--- src/rtl/rx_pkg.sv ---
package rx_pkg;

  typedef struct packed {
    logic capture;
    logic store;
  } rxStrobe_t;

  typedef enum logic [2:0] {
    ST_RDY_LO,
    ST_RDY_HI,
    ST_WAIT,
    ST_STORE,
    ST_ACK,
    ST_DONE
  } rxState_t;

endpackage

--- src/rtl/rx_ctrl.sv ---
module rx_ctrl
  import rx_pkg::*;
#(
  parameter int ACK_HOLD    = 2,
  parameter int SYNC_STAGES = 2
) (
  input  logic      clk,
  input  logic      rstN,
  input  logic      peerValid,
  input  logic      remZero,
  output rxStrobe_t strobe,
  output logic      ackOut,
  output logic      done
);

  localparam int HOLD_W = (ACK_HOLD > 1) ? $clog2(ACK_HOLD) : 1;

  logic [SYNC_STAGES-1:0] vPipe;
  logic                   vSync;
  logic                   armed;
  logic                   accept;
  logic                   holdLast;
  logic [HOLD_W-1:0]      holdCnt;
  rxState_t               state, nextState;

  generate
    if (SYNC_STAGES > 1) begin : g_sync_chain
      always_ff @(posedge clk or negedge rstN) begin
        if (!rstN) vPipe <= '0;
        else       vPipe <= {vPipe[SYNC_STAGES-2:0], peerValid};
      end
    end else begin : g_sync_single
      always_ff @(posedge clk or negedge rstN) begin
        if (!rstN) vPipe <= '0;
        else       vPipe <= peerValid;
      end
    end
  endgenerate

  assign vSync    = vPipe[SYNC_STAGES-1];
  assign accept   = (state == ST_WAIT) && vSync && armed;
  assign holdLast = (holdCnt == HOLD_W'(ACK_HOLD - 1));

  // re-arm only after the synchronized strobe has been seen low
  always_ff @(posedge clk or negedge rstN) begin
    if (!rstN)       armed <= 1'b1;
    else if (!vSync) armed <= 1'b1;
    else if (accept) armed <= 1'b0;
  end

  always_comb begin
    nextState = state;
    case (state)
      ST_RDY_LO: nextState = ST_RDY_HI;
      ST_RDY_HI: nextState = ST_WAIT;
      ST_WAIT:   if (accept) nextState = ST_STORE;
      ST_STORE:  nextState = ST_ACK;
      ST_ACK:    if (holdLast) nextState = remZero ? ST_DONE : ST_WAIT;
      ST_DONE:   nextState = ST_DONE;
      default:   nextState = ST_RDY_LO;
    endcase
  end

  always_ff @(posedge clk or negedge rstN) begin
    if (!rstN) state <= ST_RDY_LO;
    else       state <= nextState;
  end

  always_ff @(posedge clk or negedge rstN) begin
    if (!rstN)                 holdCnt <= '0;
    else if (state == ST_ACK)  holdCnt <= holdCnt + 1'b1;
    else                       holdCnt <= '0;
  end

  assign strobe.capture = accept;
  assign strobe.store   = (state == ST_STORE);
  assign ackOut         = (state == ST_RDY_HI) || (state == ST_ACK);
  assign done           = (state == ST_DONE);

endmodule

--- src/rtl/rx_dpath.sv ---
module rx_dpath
  import rx_pkg::*;
#(
  parameter int          DATA_W   = 8,
  parameter int          ADDR_W   = 8,
  parameter logic [7:0]  LEN_ADDR = 8'h20,
  parameter logic [7:0]  BASE_A   = 8'h31,
  parameter logic [7:0]  BASE_B   = 8'h61,
  parameter int          MAX_DATA = 60
) (
  input  logic              clk,
  input  logic              rstN,
  input  logic [DATA_W-1:0] busData,
  input  rxStrobe_t         strobe,
  output logic              memWe,
  output logic [ADDR_W-1:0] memAddr,
  output logic [DATA_W-1:0] memData,
  output logic              remZero
);

  localparam logic [DATA_W-1:0] MAX_V = DATA_W'(MAX_DATA);

  logic [DATA_W-1:0] dataReg;
  logic [DATA_W-1:0] remCnt;
  logic [ADDR_W-1:0] ptrA, ptrB;
  logic              useB;
  logic              haveLen;

  always_ff @(posedge clk or negedge rstN) begin
    if (!rstN)               dataReg <= '0;
    else if (strobe.capture) dataReg <= busData;
  end

  always_ff @(posedge clk or negedge rstN) begin
    if (!rstN) begin
      haveLen <= 1'b0;
      remCnt  <= '0;
      ptrA    <= ADDR_W'(BASE_A);
      ptrB    <= ADDR_W'(BASE_B);
      useB    <= 1'b0;
    end else if (strobe.store) begin
      if (!haveLen) begin
        haveLen <= 1'b1;
        remCnt  <= (dataReg > MAX_V) ? MAX_V : dataReg;
      end else begin
        remCnt <= remCnt - 1'b1;
        useB   <= ~useB;
        if (useB) ptrB <= ptrB + 1'b1;
        else      ptrA <= ptrA + 1'b1;
      end
    end
  end

  assign memWe   = strobe.store;
  assign memData = dataReg;
  assign memAddr = !haveLen ? ADDR_W'(LEN_ADDR) : (useB ? ptrB : ptrA);
  assign remZero = haveLen && (remCnt == '0);

endmodule

--- src/rtl/byte_block_rx.sv ---
module byte_block_rx
  import rx_pkg::*;
#(
  parameter int          DATA_W      = 8,
  parameter int          ADDR_W      = 8,
  parameter logic [7:0]  LEN_ADDR    = 8'h20,
  parameter logic [7:0]  BASE_A      = 8'h31,
  parameter logic [7:0]  BASE_B      = 8'h61,
  parameter int          MAX_DATA    = 60,
  parameter int          ACK_HOLD    = 2,
  parameter int          SYNC_STAGES = 2
) (
  input  logic              clk,
  input  logic              rstN,
  input  logic [DATA_W-1:0] busData,
  input  logic              peerValid,
  output logic              ackOut,
  output logic              memWe,
  output logic [ADDR_W-1:0] memAddr,
  output logic [DATA_W-1:0] memData,
  output logic              done
);

  rxStrobe_t strobe;
  logic      remZero;

  rx_ctrl #(
    .ACK_HOLD   (ACK_HOLD),
    .SYNC_STAGES(SYNC_STAGES)
  ) u_ctrl (
    .clk      (clk),
    .rstN     (rstN),
    .peerValid(peerValid),
    .remZero  (remZero),
    .strobe   (strobe),
    .ackOut   (ackOut),
    .done     (done)
  );

  rx_dpath #(
    .DATA_W  (DATA_W),
    .ADDR_W  (ADDR_W),
    .LEN_ADDR(LEN_ADDR),
    .BASE_A  (BASE_A),
    .BASE_B  (BASE_B),
    .MAX_DATA(MAX_DATA)
  ) u_dpath (
    .clk    (clk),
    .rstN   (rstN),
    .busData(busData),
    .strobe (strobe),
    .memWe  (memWe),
    .memAddr(memAddr),
    .memData(memData),
    .remZero(remZero)
  );

endmodule

--- config.mk ---
export PLATFORM = sky130hd
export DESIGN_NAME = byte_block_rx
export DESIGN_NICKNAME = d
export VERILOG_FILES = /design/src/rtl/rx_pkg.sv /design/src/rtl/rx_ctrl.sv /design/src/rtl/rx_dpath.sv /design/src/rtl/byte_block_rx.sv
export SDC_FILE = /design/constraint.sdc
export NUM_CORES = 1
export LEC_CHECK = 0
export BUFFER_PORTS_ARGS = -buffer_cell sky130_fd_sc_hd__buf_2
export CORE_MARGIN = 2
export CORE_UTILIZATION = 45
export CTS_BUF_LIST = sky130_fd_sc_hd__clkbuf_8
export DETAILED_ROUTE_END_ITERATION = 16
export HOLD_SLACK_MARGIN = 0.03
export PLACE_DENSITY_LB_ADDON = 0.3
export SLEW_MARGIN = 20
export SYNTH_ARGS = -nofsm -noshare
export SYNTH_HDL_FRONTEND = slang
export SYNTH_SLANG_ARGS = --single-unit
--- constraint.sdc ---
create_clock -name clk -period 1.9 [get_ports clk]
set_input_delay 0.095 -clock clk [delete_from_list [all_inputs] [get_ports clk]]
set_output_delay 0.095 -clock clk [all_outputs]
set_load 0.03 [all_outputs]
* Word-level counts from Yosys, hierarchy flattened
Index checks and enable logic that the tools add are counted.
** Cells by class
- $add $sub $neg :: 4
- Magnitude comparators :: 1
- Equal/unequal tests :: 8
- Mux-type cells :: 11
- Bitwise operators :: 1
- Reductions and logical operators :: 10
** Operator list (number)
- $mux 8 :: 4
- $pmux 3 s6 :: 1
- $add 8x1->8 const B :: 2
- $mux 3 :: 3
- $gt 8x6->1 const B :: 1
- $logic_not 8->1 :: 1
- $sub 8x1->8 const B :: 1
- $eq 3x2->1 const B :: 2
- $eq 3x3->1 const B :: 2
- $reduce_and 3->1 :: 2
- $ne 2x1->1 const B :: 2
- $reduce_and 2->1 :: 2
- $eq 3x1->1 const B :: 1
- $logic_and 1x1->1 :: 3
- $logic_not 3->1 :: 1
- $mux 1 :: 3
- $ne 2x2->1 const B :: 1
- $add 1x1->1 const B :: 1
- $logic_or 1x1->1 :: 1
- $not 1->1 :: 1
** Storage, ports and cells
- Bits in registers :: 41
- Bits of input ports :: 11
- Word-level logic and storage cells :: 45

* Depth between registers and ports, before layout
Gate-level depths: netlist (run 1).
- Depth in word-level cells :: 5
- Depth in mapped cells :: 5
- Gate-level depth less buffers :: 5

* Cells and area by module
Synthesis (run 1) repeated with hierarchy kept, for this count alone.
** Second synthesis, totals
- Cells, all modules :: 190
- Area, all modules :: 2078.2 um^2
** By module, submodules not included
- rx_dpath :: times used 1, cells each 161, area each 1744.2 um^2, seq. area each 858.3 um^2
- rx_ctrl :: times used 1, cells each 29, area each 334.1 um^2, seq. area each 176.4 um^2

* Worst setup path before layout (run 1)
Ideal clock, no wire load.
- Kind :: register to register
- Start point :: register u_dpath.remCnt[0]
- End point :: register u_dpath.remCnt[4]
- Arrival time :: 1.454 ns
- Data required time :: 1.821 ns
- Setup slack :: 0.367 ns
- Stages on the path, launching flop included :: 6
- Buffers on the path :: 0
- Clock period less this slack :: 1.533 ns
- Cells stage by stage :: dfrtp_1 -> inv_1 -> ha_1 -> or3b_2 -> a21oi_1 -> a2bb2oi_1
** On the way
- Cells in the longest elaborated chain, start to end :: 2
** RTL lines
- from (decl) :: line rx_dpath.sv:24 : logic [DATA_W-1:0] remCnt;
- from (signal assigned) :: line rx_dpath.sv:44 : remCnt <= (dataReg > MAX_V) ? MAX_V : dataReg;
- from (signal assigned) :: line rx_dpath.sv:46 : remCnt <= remCnt - 1'b1;
- $sub 8x1->8 :: line rx_dpath.sv:46
- $mux 8 :: line rx_dpath.sv:42 : if (!haveLen) begin
Every way passes these cells.
A chain may end at the register's enable or synchronous reset.

* Worst setup path in the final report (run 1)
- Start point :: register u_dpath.useB
- End point :: output memAddr[1]
** On the way
- Cells in the longest elaborated chain, start to end :: 2
** RTL lines
- from (decl) :: line rx_dpath.sv:26 : logic useB;
- from (signal assigned) :: line rx_dpath.sv:47 : useB <= ~useB;
- $mux 8 (2 in a row) :: line rx_dpath.sv:56 : assign memAddr = !haveLen ? ADDR_W'(LEN_ADDR) : (useB ? ptrB : ptrA);
- to (decl) :: line byte_block_rx.sv:19 : output logic [ADDR_W-1:0] memAddr,
Every way passes these cells.

==> qor.csv, run 1 <==
stage;metric;value;unit
status;status;complete, no violations;
sta;period_needed;1.73;ns
synthesis;synth_top_area_share;41.3;%
placement;dpl.hpwl;2860;µm
cells_and_area;ff_latch_area;0.00103;mm²
floorplan;rows;24;
sta;slew-limit-headroom;59.4;%
clock_network;clkTransAtPathRegs;0.08;ns
floorplan;die_h;71.7;µm
clock_network;cts_setup_buffers;0;
clock_network;cts-root-buf;clkbuf_8;
synthesis;async_reset_ff_share;100;%
cells_and_area;layout.nets;255;
sta;setup_viol;0;
sta;fin_skew;0.00671;ns
clock_network;clock_latency;0.29;ns
synthesis;synth_nets;209;
detailed_routing;wl_met3;195;µm
synthesis;synth_largest_area_cell;dfrtp_1;
detailed_routing;routed_wl;3970;µm
clock_network;tritoncts;yes;
power;peakVddDrop;808;µV
global_routing;grt_usage;16.9;%
cells_and_area;drive_gt1_share;29.0;%
synthesis;yosysSeqAreaShare;50.2;%
synthesis;avgSynthCellArea;10.6;µm²
global_routing;antenna_found_initial;0;
detailed_routing;highest_layer;met4;
floorplan;die_area;0.00514;mm²
global_routing;overflow;0;
clock_network;numCtsBuffers;5;
setup_path;crit_fanout;14;
cells_and_area;filler_cell_count;366;
setup_path;worstSetupPathType;reg2out;
hold_path;hold_class;in2reg;
floorplan;initial_core_util;47.0;%
floorplan;num_io_pins;30;
job;max_cap_violations;0;
sta;worst_slack;0.165;ns
synthesis;ys_warn_count;0;
cells_and_area;multi_input_area;963;µm²
detailed_routing;drt_iter0_drc;78;
synthesis;synth-seq-cells;41;
detailed_routing;routedWlPerCell;13.6;µm
global_routing;grt_pass1_vias;1477;
placement;place_ws;0.235;ns
floorplan;dieWidth;71.7;µm
synthesis;synth_cell_type_count;44;
placement;port_buffers;29;
setup_path;worstPathArrival;1.64;ns
setup_path;cp-end-kind;primary output;
detailed_routing;drtAntennaViolNets;0;
sta;tightest_slew;0.609;ns
setup_path;cp-start-kind;flip-flop;
sta;final.setup.tns;0;ns
cells_and_area;diodes;0;
sta;slew_viol_final;0;
cells_and_area;mostFrequentLayoutCells;34 x dfrtp_1, 29 x buf_2, 16 x nand2_1, 16 x nor3_1;
detailed_routing;vias;1613;
detailed_routing;drt-pass1-iter-count;4;
global_routing;grt_max_degree;28;
sta;rsz0062_at_grt;no;
synthesis;synth_flop_cell;dfrtp_1;
sta;period_share;91.3;%
clock_network;numClockSinks;41;
clock_network;htreeDepth;2;
power;power.leakage;1.22;nW
detailed_routing;drc_errors;0;
clock_network;post_cts_resized;0;
synthesis;netlist_area;0.00206;mm²
synthesis;synth_edf_count;0;
cells_and_area;area.growth.synth_to_final;22.5;%
synthesis;synth_area_leaders;dfrtp_1 41%, dfstp_2 8.9%, mux2_2 5.5%;
detailed_routing;m1WireLength;1840;µm
power;p_per_area;1530;mW/mm²
global_routing;grt_pass1_wl;6820;µm
sta;hold_violations;0;
setup_path;required;1.80;ns
clock_network;ctsLongestPathBuffers;2;
placement;routabilityCongestion;0.820;
floorplan;core_region_area;0.00438;mm²
detailed_routing;vias_per_cell;5.51;
synthesis;synthCells;194;
detailed_routing;wl_met2;1880;µm
cells_and_area;layout_commonest_cell;dfrtp_1;
sta;fmax;0.576;GHz
==> per-stage QoR <==
step,std cells,util [%],area [µm²],power (mW),hold slack [ns]
global route,293,57.6,2530,4.11,0.0463
finish,293,57.6,2530,3.85,0.0408
floorplan,194,-,2060,2.58,-0.201
detailed placement,276,52.5,2300,3.04,0.141
global placement,276,52.5,2300,3.01,0.135
CTS,293,57.6,2530,3.88,0.0342
==> sequential cells by signal, indices dropped and copies added, names as in the netlist <==
name,flops
u_ctrl.armed,1
u_ctrl.holdCnt,1
u_ctrl.state,3
u_ctrl.vPipe,2
u_dpath.haveLen,1
u_dpath.memData,8
u_dpath.ptrA,8
u_dpath.ptrB,8
u_dpath.remCnt,8
u_dpath.useB,1
==> synth_stat cells, types with 3 or more instances <==
cell,number
xnor2_1,5
nand2_1,16
nor3_1,16
a21oi_1,6
buf_2,6
nand4_1,5
nor2_1,11
inv_1,5
mux2i_1,7
nand2b_1,4
mux2_2,10
nand3_1,7
nor4_1,4
ha_1,4
xor2_1,11
dfrtp_1,34
o21ai_0,3
dfstp_2,7
==> where the power goes <==
| part | switching, mW | internal, mW |
|---|---|---|
| clock network | 0.300 | 0.522 |
| logic | 0.912 | 0.656 |
| registers | 0.310 | 1.15 |
| total | 1.52 | 2.33 |
==> layout make-up <==
cell class,count,area share [%]
Clock buffer,5,2.72
Tap cell,52,2.58
Multi-Input combinational cell,138,38.1
Inverter,7,1.04
Sequential cell,41,41.0
Timing Repair Buffer,47,12.0
Clock inverter,3,2.58
==> worst max-delay path, cell delays in order, from the launching register on <==
cell and delay [ns]:
dfrtp_1 0.68, buf_4 0.25, mux2i_1 0.19, nor2_1 0.05, buf_2 0.18
==> layer usage <==
layer	up-vias	GRT usage [%]
met2	36	25.7
li1	785	-
met1	785	23.3
met5	-	0
met4	0	6.29
met3	7	4.64
==> final timing paths <==
check | slack [ns] | from | cells past startpoint | endpoint
min in group asynchronous | 0.33 | rstN | 2 | u_dpath.memData[4]
min reg2reg | 0.36 | u_ctrl.vPipe[0] | 0 | u_ctrl.vPipe[1]
max in group asynchronous | 0.93 | rstN | 3 | u_dpath.ptrB[5]
max reg2reg | 0.22 | u_dpath.remCnt[0] | 5 | u_ctrl.state[1]
min | 0.04 | busData[6] | 2 | u_dpath.memData[6]
max | 0.17 | u_dpath.useB | 4 | memAddr[1]
==> cells by family after synthesis <==
group / Yosys count / share of synthesized area (%)
DFF: 41 / 50.2
adders and majority gates: 4 / 2.43
and+or+nand+nor: 79 / 21.4
xor gates and xnor gates: 16 / 6.80
buffers and inverters: 15 / 3.09
AOI/OAI and AO/OA: 22 / 7.28
muxes: 17 / 8.86
==> timing repair <==
action / 4_1_cts / 5_1_grt
setup endpoints to repair: 0 / 0
hold endpoints to repair: 30 / 0
hold buffers: 9 / 0
No activity file was read; power rests on OpenSTA's default activity.
==> run 2: changes to the inputs <==
--- a/config.mk
+++ b/config.mk
@@ -12,6 +12,7 @@
 export DETAILED_ROUTE_END_ITERATION = 16
 export HOLD_SLACK_MARGIN = 0.03
 export PLACE_DENSITY_LB_ADDON = 0.3
+export REMOVE_ABC_BUFFERS = 1
 export SLEW_MARGIN = 20
 export SYNTH_ARGS = -nofsm -noshare
 export SYNTH_HDL_FRONTEND = slang
==> qor.csv, run 2 (same netlist as run 1, synthesis figures left out) <==
stage;metric;value;unit
clock_network;ctsLongestPathBuffers;2;
placement;routabilityCongestion;0.824;
detailed_routing;routed_wl;4080;µm
detailed_routing;highest_layer;met4;
setup_path;worstSetupPathType;reg2reg;
detailed_routing;drtAntennaViolNets;0;
detailed_routing;wl_met3;161;µm
floorplan;num_io_pins;30;
cells_and_area;area.growth.synth_to_final;18.0;%
clock_network;cts_setup_buffers;0;
global_routing;overflow;0;
cells_and_area;diodes;0;
sta;slew-limit-headroom;60.7;%
floorplan;dieWidth;71.7;µm
setup_path;startpoint;u_dpath.remCnt[0];
setup_path;cp_top_family;simple AND/OR/NAND/NOR gates;
sta;period_needed;1.65;ns
detailed_routing;vias;1581;
detailed_routing;drc_errors;0;
global_routing;antenna_found_initial;0;
sta;period_share;87.1;%
clock_network;numClockSinks;41;
power;peakVddDrop;743;µV
sta;slew_viol_final;0;
sta;hold_violations;0;
cells_and_area;drive_gt1_share;29.8;%
floorplan;die_h;71.7;µm
cells_and_area;final_area;0.00243;mm²
sta;tightest_slew;0.589;ns
hold_path;hold_class;in2reg;
setup_path;timing.critical_path.slowest_cell_delay;0.48;ns
global_routing;grt_pass1_wl;6890;µm
placement;dpl_cell_area;0.00230;mm²
clock_network;clock_latency;0.29;ns
status;status;complete, no violations;
clock_network;clkTransAtPathRegs;0.08;ns
placement;port_buffers;29;
detailed_routing;drt_iter0_drc;61;
cells_and_area;mostFrequentLayoutCells;34 x dfrtp_1, 29 x buf_2, 16 x nand2_1, 16 x nor3_1;
detailed_routing;vias_per_cell;5.51;
setup_path;required;2.12;ns
clock_network;cts-root-buf;clkbuf_8;
detailed_routing;m1WireLength;1890;µm
setup_path;crit_chain;inv_1 > ha_1 > or3b_2 > a21oi_1 > a2bb2oi_1;
detailed_routing;routedWlPerCell;14.2;µm
setup_path;critPathSlowestCell;or3b_2;
clock_network;htreeDepth;2;
floorplan;initial_core_util;47.0;%
global_routing;grt_usage;17.1;%
setup_path;worstPathArrival;1.88;ns
job;max_cap_violations;0;
cells_and_area;layout_commonest_cell;dfrtp_1;
floorplan;rows;24;
global_routing;grt_max_degree;28;
power;p_per_area;1490;mW/mm²
hold_path;worstHoldStart;busData[7];
detailed_routing;wl_met2;1940;µm
sta;fin_skew;0.00687;ns
detailed_routing;drt-pass1-iter-count;4;
setup_path;cp-end-kind;flip-flop;
power;power.leakage;1.18;nW
clock_network;numCtsBuffers;5;
sta;final.setup.tns;0;ns
floorplan;die_area;0.00514;mm²
setup_path;cp-start-kind;flip-flop;
floorplan;core_region_area;0.00438;mm²
global_routing;grt_pass1_vias;1485;
setup_path;worst-path-buf-inv;1;
placement;dpl.hpwl;2940;µm
setup_path;crit_fanout;5;
cells_and_area;layout.nets;249;
sta;fmax;0.604;GHz
setup_path;r2r_start;u_dpath.remCnt[0];
clock_network;tritoncts;yes;
sta;setup_viol;0;
sta;rsz0062_at_grt;no;
## run 2: power by group
part / switching, mW / internal (mW)
Sequential: 0.319 / 1.15
Clock: 0.294 / 0.328
Combinational: 0.905 / 0.636
## run 2: layer usage
layer | vias to the layer above | track usage, %
li1 | 771 | -
met1 | 760 | 22.6
met2 | 38 | 27.9
met3 | 12 | 3.38
met4 | 0 | 6.29
met5 | - | 0
## run 2: final timing paths
| path | cells after the start | slack (ns) | end |
|---|---|---|---|
| worst max-delay path | 5 | 0.25 | u_dpath.remCnt[4] |
| min in group asynchronous | 2 | 0.33 | u_dpath.ptrA[7] |
| worst min-delay path | 2 | 0.03 | u_dpath.memData[7] |
| worst max register to register | 5 | 0.25 | u_dpath.remCnt[4] |
| worst min register to register | 0 | 0.35 | u_ctrl.vPipe[1] |
| max in group asynchronous | 3 | 0.94 | u_ctrl.armed |
## run 2: area by class of cell
| cell class | instances | area [µm²] |
|---|---|---|
| timing repair buffer | 41 | 243 |
| sequential | 41 | 1030 |
| clock inverter | 1 | 5.00 |
| multi-input combinational | 138 | 963 |
| tap | 52 | 65.1 |
| inverter | 7 | 26.3 |
| fill | 390 | 1950 |
| clock buffer | 7 | 96.3 |
## run 2: stage by stage
step	total power, mW	std cells	util, %	hold WS (ns)	setup WS, ns
floorplan	2.54	186	-	-0.201	0.183
global placement	3.01	276	52.5	0.134	0.303
detailed placement	3.04	276	52.5	0.139	0.244
CTS	3.68	287	55.5	0.0302	0.247
global route	3.87	287	55.5	0.0332	0.177
finish	3.64	287	55.5	0.0327	0.245
## run 2: what timing repair did
item                       CTS  global route
hold buffers                 3             0
setup endpoints to repair    0             0
gates resized for setup      0             0
hold endpoints to repair    21             0
==> run 3: changes to the inputs <==
--- a/config.mk
+++ b/config.mk
@@ -6,10 +6,10 @@
 export NUM_CORES = 1
 export LEC_CHECK = 0
 export BUFFER_PORTS_ARGS = -buffer_cell sky130_fd_sc_hd__buf_2
-export CORE_MARGIN = 2
 export CORE_UTILIZATION = 45
 export CTS_BUF_LIST = sky130_fd_sc_hd__clkbuf_8
 export DETAILED_ROUTE_END_ITERATION = 16
+export GPL_TIMING_DRIVEN = 1
 export HOLD_SLACK_MARGIN = 0.03
 export PLACE_DENSITY_LB_ADDON = 0.3
 export REMOVE_ABC_BUFFERS = 1
==> constraint.sdc (replaced) <==
create_clock -name clk -period 1.57 [get_ports clk]
set_input_delay 0.0785 -clock clk [delete_from_list [all_inputs] [get_ports clk]]
set_output_delay 0.0785 -clock clk [all_outputs]
set_load 0.03 [all_outputs]
==> qor.csv, run 3 (same netlist as run 1, synthesis figures left out) <==
stage;metric;value;unit
job;max_cap_violations;0;
cells_and_area;diodes;0;
global_routing;overflow;0;
detailed_routing;vias;1659;
setup_path;cp-start-kind;flip-flop;
cells_and_area;filler_cell_count;373;
clock_network;clkTransAtPathRegs;0.08;ns
placement;place_ws;0.0299;ns
setup_path;ff2ff_path_depth;5;
setup_path;critPathSlowestCell;or3b_2;
placement;dpl_cell_area;0.00240;mm²
setup_path;worst-path-buf-inv;1;
cells_and_area;layout_commonest_cell;dfrtp_1;
floorplan;core_region_area;0.00438;mm²
detailed_routing;routed_wl;4240;µm
cells_and_area;final_area;0.00269;mm²
setup_path;worstPathArrival;1.68;ns
sta;tightest_slew;0.517;ns
sta;slew-limit-headroom;65.5;%
power;combPwrFrac;46.4;%
global_routing;grt_pass1_vias;1629;
detailed_routing;vias_per_cell;5.33;
setup_path;cp.depth;5;
setup_path;worstSetupPathType;reg2reg;
detailed_routing;routedWlPerCell;13.6;µm
global_routing;grt_usage;19.1;%
cells_and_area;layout.nets;273;
sta;period_share;95.6;%
floorplan;num_io_pins;30;
cells_and_area;area.growth.synth_to_final;30.5;%
clock_network;numCtsBuffers;5;
detailed_routing;drtAntennaViolNets;0;
detailed_routing;drc_errors;0;
sta;slew_viol_final;0;
power;internal_power;2.87;mW
power;power.leakage;1.30;nW
cells_and_area;finalNonFillerCells;311;
clock_network;ctsLongestPathBuffers;2;
setup_path;required;1.75;ns
clock_network;cts-root-buf;clkbuf_8;
cells_and_area;final_util;61.4;%
setup_path;timing.critical_path.slowest_cell_delay;0.48;ns
sta;final.setup.tns;0;ns
sta;fmax;0.666;GHz
setup_path;crit_end;u_dpath.remCnt[4];
sta;worst_slack;0.0685;ns
hold_path;hold_class;in2async;
sta;period_needed;1.50;ns
setup_path;cp_top_family;simple AND/OR/NAND/NOR gates;
setup_path;regToRegSetupSlack;0.07;ns
setup_path;crit_chain;inv_2 > ha_2 > or3b_2 > o22ai_1 > a2bb2oi_2;
power;seqPwrFrac;36.3;%
placement;dpl.hpwl;3030;µm
clock_network;numClockSinks;41;
clock_network;clock_latency;0.29;ns
power;p_sw_share;39.8;%
floorplan;rows;24;
sta;hold_violations;0;
power;clkPwrFrac;17.3;%
detailed_routing;drt-pass1-iter-count;4;
clock_network;htreeDepth;2;
floorplan;die_area;0.00486;mm²
global_routing;grt_max_degree;24;
clock_network;tritoncts;yes;
status;status;complete, no violations;
floorplan;initial_core_util;47.0;%
floorplan;die_h;69.7;µm
setup_path;rr_endpoint;u_dpath.remCnt[4];
cells_and_area;mostFrequentLayoutCells;32 x dfrtp_1, 27 x buf_2, 26 x buf_4;
setup_path;crit_fanout;4;
global_routing;antenna_found_initial;0;
placement;port_buffers;29;
detailed_routing;drt_iter0_drc;58;
setup_path;startpoint;u_dpath.remCnt[1];
power;peakVddDrop;1030;µV
power;p_per_area;1770;mW/mm²
setup_path;cp-end-kind;flip-flop;
setup_path;r2r_start;u_dpath.remCnt[1];
cells_and_area;drive_gt1_share;36.7;%
sta;fin_skew;0.00780;ns
floorplan;dieWidth;69.7;µm
sta;setup_viol;0;
placement;dp.cells;286;
global_routing;grt_pass1_wl;7330;µm
power;power.switching;1.89;mW
placement;routabilityCongestion;0.781;
[run 3: power by group through the flow]
stage | Combinational, mW | Sequential [mW] | Clock [mW]
floorplan | 1.11 | 1.96 | 0
global placement | 2.09 | 1.74 | 0
detailed placement | 2.11 | 1.76 | 0
CTS | 2.16 | 1.74 | 0.854
global route | 2.42 | 1.79 | 0.896
finish | 2.21 | 1.73 | 0.821
[run 3: worst min-delay path by stage]
stage,start,slack [ns],endpoint,cells after the start
floorplan,rstN,-0.22,u_ctrl.holdCnt,0
CTS,rstN,0.30,u_ctrl.holdCnt,2
detailed placement,rstN,0.09,u_dpath.ptrA[7],1
global placement,rstN,0.08,u_dpath.ptrA[7],1
finish,rstN,0.30,u_dpath.remCnt[7],2
global route,rstN,0.34,u_ctrl.holdCnt,2
[run 3: layer usage]
metal / wire (µm) / up-vias / part of all wire (%) / GRT usage [%]
met4: 65 / 0 / 1.5 / 6.89
li1: - / 816 / - / -
met2: 2190 / 35 / 52 / 33.5
met5: 0 / - / 0 / 0
met1: 1840 / 802 / 43 / 22.6
met3: 142 / 6 / 3.3 / 4.94
[run 3: timing repair]
item | CTS | global route
gates resized for setup | 2 | 10
endpoints found under the setup margin | 2 | 14
hold buffers | 10 | 0
cloned | 0 | 0
buffers inserted | 1 | 6
endpoints found under the hold margin | 29 | 0
[run 3: through the flow]
step                      total power [mW]  hold slack [ns]
final                                 4.76            0.296
after global routing                  5.10            0.341
after CTS                             4.75            0.303
after detailed placement              3.87           0.0868
after global placement                3.83           0.0825
after floorplan                       3.07           -0.217
[run 3: layout make-up]
class / instances / area [µm²] / share of cell area [%]
flip-flops and latches: 41 / 1040 / 38.6
multi-input cells: 138 / 980 / 36.4
repair buffers: 65 / 470 / 17.5
clock buffers: 5 / 68.8 / 2.56
well taps: 52 / 65.1 / 2.42
clock inverters: 3 / 38.8 / 1.44
inverters: 7 / 30.0 / 1.12
